[config.mk]
export PLATFORM = sky130hd
export DESIGN_NAME = sched_expr_top
export DESIGN_NICKNAME = d
export VERILOG_FILES = /design/src/rtl/sx_pkg.sv /design/src/rtl/sx_ctrl.sv /design/src/rtl/sx_mul_unit.sv /design/src/rtl/sx_add_unit.sv /design/src/rtl/sched_expr_top.sv
export SDC_FILE = /design/constraint.sdc
export NUM_CORES = 1
export LEC_CHECK = 0
export BUFFER_PORTS_ARGS = -buffer_cell sky130_fd_sc_hd__buf_2
export CORE_MARGIN = 2
export CORE_UTILIZATION = 47
export CTS_BUF_LIST = sky130_fd_sc_hd__clkbuf_4 sky130_fd_sc_hd__clkbuf_8
export CTS_CLUSTER_DIAMETER = 200
export DETAILED_ROUTE_END_ITERATION = 6
export PLACE_DENSITY_LB_ADDON = 0.05
export SLEW_MARGIN = 0
export SYNTH_ARGS = -nofsm -noshare
export SYNTH_HDL_FRONTEND = slang
export SYNTH_SLANG_ARGS = --single-unit
[constraint.sdc]
create_clock -name clk -period 5.85 [get_ports clk]
set_input_delay 1.17 -clock clk [delete_from_list [all_inputs] [get_ports clk]]
set_output_delay 1.17 -clock clk [all_outputs]
set_load 0.01 [all_outputs]
[src/rtl/sx_pkg.sv]
package sx_pkg;

  typedef enum logic [2:0] {
    SX_IDLE = 3'd0,
    SX_MUL1 = 3'd1,
    SX_MUL2 = 3'd2,
    SX_ADD2 = 3'd3,
    SX_FIN  = 3'd4
  } sx_state_e;

  // Per-cycle controls issued by the sequencer
  typedef struct packed {
    logic cap_ops;   // latch operand set
    logic mul_uv;    // multiplier picks U,V (else S,T)
    logic ld_tmp;    // store shared product
    logic ld_p2;     // store second product
    logic bus_p2;    // shared bus carries second product (else shared product)
    logic add_tail;  // adder port A takes shared product (else W)
    logic ld_x;
    logic ld_y;
  } sx_ctrl_t;

endpackage

[src/rtl/sx_ctrl.sv]
module sx_ctrl
  import sx_pkg::*;
(
  input  logic     clk,
  input  logic     rst_n,
  input  logic     in_valid,
  output logic     in_ready,
  output logic     done,
  output sx_ctrl_t ctl
);

  sx_state_e state, state_nx;

  always_comb begin
    state_nx = state;
    unique case (state)
      SX_IDLE: if (in_valid) state_nx = SX_MUL1;
      SX_MUL1: state_nx = SX_MUL2;
      SX_MUL2: state_nx = SX_ADD2;
      SX_ADD2: state_nx = SX_FIN;
      SX_FIN:  state_nx = SX_IDLE;
      default: state_nx = SX_IDLE;
    endcase
  end

  always_ff @(posedge clk or negedge rst_n) begin
    if (!rst_n) state <= SX_IDLE;
    else        state <= state_nx;
  end

  always_comb begin
    ctl          = '0;
    ctl.cap_ops  = (state == SX_IDLE) && in_valid;
    ctl.ld_tmp   = (state == SX_MUL1);
    ctl.mul_uv   = (state == SX_MUL2);
    ctl.ld_p2    = (state == SX_MUL2);
    ctl.ld_x     = (state == SX_MUL2);
    ctl.bus_p2   = (state == SX_ADD2);
    ctl.add_tail = (state == SX_ADD2);
    ctl.ld_y     = (state == SX_ADD2);
  end

  assign in_ready = (state == SX_IDLE);
  assign done     = (state == SX_FIN);

endmodule

[src/rtl/sx_mul_unit.sv]
module sx_mul_unit #(
  parameter int W_OP = 8,
  localparam int W_P = 2 * W_OP
) (
  input  logic [W_OP-1:0] a_st,
  input  logic [W_OP-1:0] b_st,
  input  logic [W_OP-1:0] a_uv,
  input  logic [W_OP-1:0] b_uv,
  input  logic            sel_uv,
  output logic [W_P-1:0]  prod
);

  logic [W_OP-1:0] fa, fb;

  assign fa   = sel_uv ? a_uv : a_st;
  assign fb   = sel_uv ? b_uv : b_st;
  assign prod = W_P'(fa) * W_P'(fb);

endmodule

[src/rtl/sx_add_unit.sv]
module sx_add_unit #(
  parameter int W_OP = 8,
  localparam int W_P = 2 * W_OP,
  localparam int W_R = W_P + 1
) (
  input  logic [W_OP-1:0] addend_w,
  input  logic [W_P-1:0]  shared_p,
  input  logic [W_P-1:0]  bus,
  input  logic            sel_tail,
  output logic [W_R-1:0]  sum
);

  logic [W_P-1:0] port_a;

  assign port_a = sel_tail ? shared_p : W_P'(addend_w);
  assign sum    = W_R'(port_a) + W_R'(bus);

endmodule

[src/rtl/sched_expr_top.sv]
module sched_expr_top
  import sx_pkg::*;
#(
  parameter int W_OP = 8,
  localparam int W_P = 2 * W_OP,
  localparam int W_R = W_P + 1
) (
  input  logic            clk,
  input  logic            rst_n,
  input  logic            in_valid,
  output logic            in_ready,
  input  logic [W_OP-1:0] op_w,
  input  logic [W_OP-1:0] op_s,
  input  logic [W_OP-1:0] op_t,
  input  logic [W_OP-1:0] op_u,
  input  logic [W_OP-1:0] op_v,
  output logic            done,
  output logic [W_R-1:0]  res_x,
  output logic [W_R-1:0]  res_y
);

  sx_ctrl_t ctl;

  logic [W_OP-1:0] rw, rs, rt, ru, rv;
  logic [W_P-1:0]  tmp_st, reg_p2, mul_out, shared_bus;
  logic [W_R-1:0]  add_out;

  sx_ctrl u_ctrl (
    .clk      (clk),
    .rst_n    (rst_n),
    .in_valid (in_valid),
    .in_ready (in_ready),
    .done     (done),
    .ctl      (ctl)
  );

  always_ff @(posedge clk or negedge rst_n) begin
    if (!rst_n) begin
      rw <= '0; rs <= '0; rt <= '0; ru <= '0; rv <= '0;
    end else if (ctl.cap_ops) begin
      rw <= op_w; rs <= op_s; rt <= op_t; ru <= op_u; rv <= op_v;
    end
  end

  sx_mul_unit #(.W_OP(W_OP)) u_mul (
    .a_st   (rs),
    .b_st   (rt),
    .a_uv   (ru),
    .b_uv   (rv),
    .sel_uv (ctl.mul_uv),
    .prod   (mul_out)
  );

  // Shared bus: stored shared product in step 2, second product in step 3
  assign shared_bus = ctl.bus_p2 ? reg_p2 : tmp_st;

  sx_add_unit #(.W_OP(W_OP)) u_add (
    .addend_w (rw),
    .shared_p (tmp_st),
    .bus      (shared_bus),
    .sel_tail (ctl.add_tail),
    .sum      (add_out)
  );

  always_ff @(posedge clk or negedge rst_n) begin
    if (!rst_n) begin
      tmp_st <= '0;
      reg_p2 <= '0;
      res_x  <= '0;
      res_y  <= '0;
    end else begin
      if (ctl.ld_tmp) tmp_st <= mul_out;
      if (ctl.ld_p2)  reg_p2 <= mul_out;
      if (ctl.ld_x)   res_x  <= add_out;
      if (ctl.ld_y)   res_y  <= add_out;
    end
  end

endmodule

==> results.json <==
{
  "wl_per_cell_um": 14.66,
  "post_cts_buffers": 0,
  "tns_ns": 0,
  "cts_tree": "yes",
  "dr_wl_met3_um": 464,
  "syn_area_per_cell_um2": 9.434,
  "routed_wl_mm": 15.69,
  "overflow": 0,
  "yosys-top-cells-area": "dfrtp_1 37%, fa_1 10%, ha_1 8.8%, nand2_1 8.1%, mux2_2 6.6%",
  "synth_cells": 783,
  "crit_fanout": 28,
  "antenna_found_initial": 0,
  "tightestPinTransition_ns": 0.9772,
  "initial_core_util_pct": 48.41,
  "required_ns": 6.18,
  "top_layer": "met4",
  "drv_cap": 0,
  "ant_nets": 0,
  "wl_met1_mm": 7.221,
  "cpLargestDelayFamily": "adder cells",
  "yosysTopAreaCell": "dfrtp_1",
  "seqCellArea_um2": 2728,
  "insertion_delay_ns": 0.40,
  "netlist_area_um2": 7387,
  "clock_skew_ns": 0.01860,
  "fmax_ghz": 0.1802,
  "area_growth_syn_to_layout_pct": 11.74,
  "antennaDiodeCount": 0,
  "status": "finished clean",
  "cts_max_level": 3,
  "fin_ws_ns": 0.3020,
  "vias": 5570,
  "rr_startpoint": "u_ctrl.state[0]",
  "drive_gt1_share_pct": 21.54,
  "viasPerCell": 5.206,
  "rows": 45,
  "min_from": "res_y[1]",
  "first_iter_violations": 318,
  "fin_crit_ns": 5.548,
  "final_util_pct": 54.10,
  "pre_cts_ws_ns": 0.2871,
  "crit_type": "reg2reg",
  "synthFlopType": "dfrtp_1",
  "yosysMostFrequentCell": "nand2_1",
  "track_usage_pct": 19.61,
  "root_buffer": "clkbuf_8",
  "critPathCaptureType": "flip-flop",
  "wl_met2_mm": 7.722,
  "synth_edf_count": 0,
  "cp.arrival_ns": 5.88,
  "cts_buffers": 9,
  "die_area_um2": 16740,
  "yosys.cell_types.count": 54,
  "min_path_type": "reg2reg",
  "grt_max_degree": 61,
  "reg2reg_setup_slack_ns": 0.30,
  "drc": 0,
  "firstDrtPassIters": 5,
  "die_w_um": 129.4,
  "layout.nets": 986,
  "relSlewSlack_pct": 34.85,
  "grt_pass1_vias": 5365,
  "gp_congestion": 0.8803,
  "critPathMaxStageDelay_ns": 0.55,
  "ys_seq_elements": 109,
  "async_flop_share_pct": 100.0,
  "hold_viol_final": 0,
  "startpoint_type": "flip-flop",
  "hold_ws_ns": 0.4869,
  "fill_cells": 1432,
  "yosysTopAreaCellShare_pct": 36.92,
  "drv_slew": 0,
  "path_clk_slew_ns": 0.12,
  "cpMaxStageDelayCell": "fa_1",
  "crit_start": "u_ctrl.state[0]",
  "grt_pass1_wl_mm": 26.12,
  "yosysWarnings": 0,
  "layout_worst_path_cycle_share_pct": 94.84,
  "dp_hpwl_mm": 11.79,
  "ys_seq_area_share_pct": 36.92,
  "path_cells": "nor2_1, and2_1, buf_12, mux2i_2, or2_2, fa_1, fa_1, inv_1, fa_1, inv_1, fa_1, inv_1, ha_1, o211ai_1, a21oi_2, nor2b_1, o221a_2, or4b_1, nand3_1",
  "crit_top_cell": "fa_1",
  "die_h_um": 129.4,
  "synth_fp_nets": 915,
  "io_pins": 79,
  "multi_input_area_um2": 4318,
  "rsz0062_at_grt": "false",
  "cts.path.max_buffers": 2,
  "netlist_top_cells_count": "160 x nand2_1, 109 x dfrtp_1, 68 x nor2_1, 52 x ha_1, 52 x inv_1",
  "worst-path-buf-inv": 4,
  "io_buffers": 78,
  "clock-sinks": 109,
  "setup_violations": 0,
  "core_area_um2": 15260
}
-- worst paths after layout --
path	cells after the start	to
worst max register to register	19	reg_p2[13]
min in group asynchronous	1	res_y[11]
worst min register to register	2	res_y[1]
worst min-delay path	2	res_y[1]
worst max-delay path	19	reg_p2[13]
max in group asynchronous	2	rs[0]
-- kinds of logic (layout without fill, tap and decap cells) --
group / after synthesis / after routing / synth area share, %
AND/OR/NAND/NOR: 299 / 299 / 17.75
AO/OA/AOI/OAI: 117 / 117 / 9.943
flip-flops: 109 / 109 / 36.92
adder cells (fa/ha/maj): 89 / 89 / 18.83
buffers and inverters: 86 / 162 / 4.776
multiplexers: 59 / 59 / 8.926
XOR/XNOR: 24 / 24 / 2.846
-- area by class of cell --
type	instances	area share [%]
Multi-Input combinational cell	588	52.31
Sequential cell	109	33.05
Timing Repair Buffer	94	6.367
Tap cell	211	3.198
Inverter	52	2.365
Clock buffer	10	1.667
Clock inverter	6	1.046
-- metal layers --
metal / global-route usage, % / up-vias
met5: 0 / -
met4: 6.458 / 0
met3: 2.642 / 22
met2: 33.10 / 115
met1: 26.24 / 2680
li1: - / 2753
-- sequential cells by signal, indices dropped and copies added (netlist names) --
| signal | count |
|---|---|
| rw | 8 |
| rt | 8 |
| reg_p2 | 16 |
| ru | 8 |
| rs | 8 |
| res_x | 17 |
| res_y | 17 |
| rv | 8 |
| tmp_st | 16 |
| u_ctrl.state | 3 |
-- worst register-to-register path, delay by kind of cell, from the launching register on --
kind / cells / cell delay, ns
adders and majority gates: 5 / 2.39
and+or+nand+nor: 6 / 1.30
AOI/OAI and AO/OA: 3 / 0.55
DFF: 1 / 0.45
muxes: 1 / 0.44
buffers and inverters: 4 / 0.37
-- through the flow --
stage               std cells  area, um^2
floorplan                 783        7387
global placement         1054        8023
detailed placement       1054        8023
CTS                      1070        8247
global route             1070        8254
finish                   1070        8254
-- layout by cell type, fill, tap and decap left out, types with 10 or more instances in the layout --
cell type,synthesis,layout
nand2_1,160,159
dfrtp_1,109,109
buf_2,9,77
nor2_1,68,68
inv_1,52,52
ha_1,52,52
o21ai_0,50,50
mux2_2,43,43
fa_1,37,37
a21oi_1,18,18
or2_2,17,17
buf_4,1,16
xnor2_1,12,12
xor2_1,12,12
and2_1,12,11
nand3_1,10,10
mux2i_1,12,10
clkbuf_8,0,10
-- timing repair --
action	4_1_cts	5_1_grt
hold buffers	0	0
resized for setup	0	2
setup endpoints to repair	0	2
Power is not shown: default switching activity piles up to over one toggle a cycle in this logic, so the estimate is an artifact.
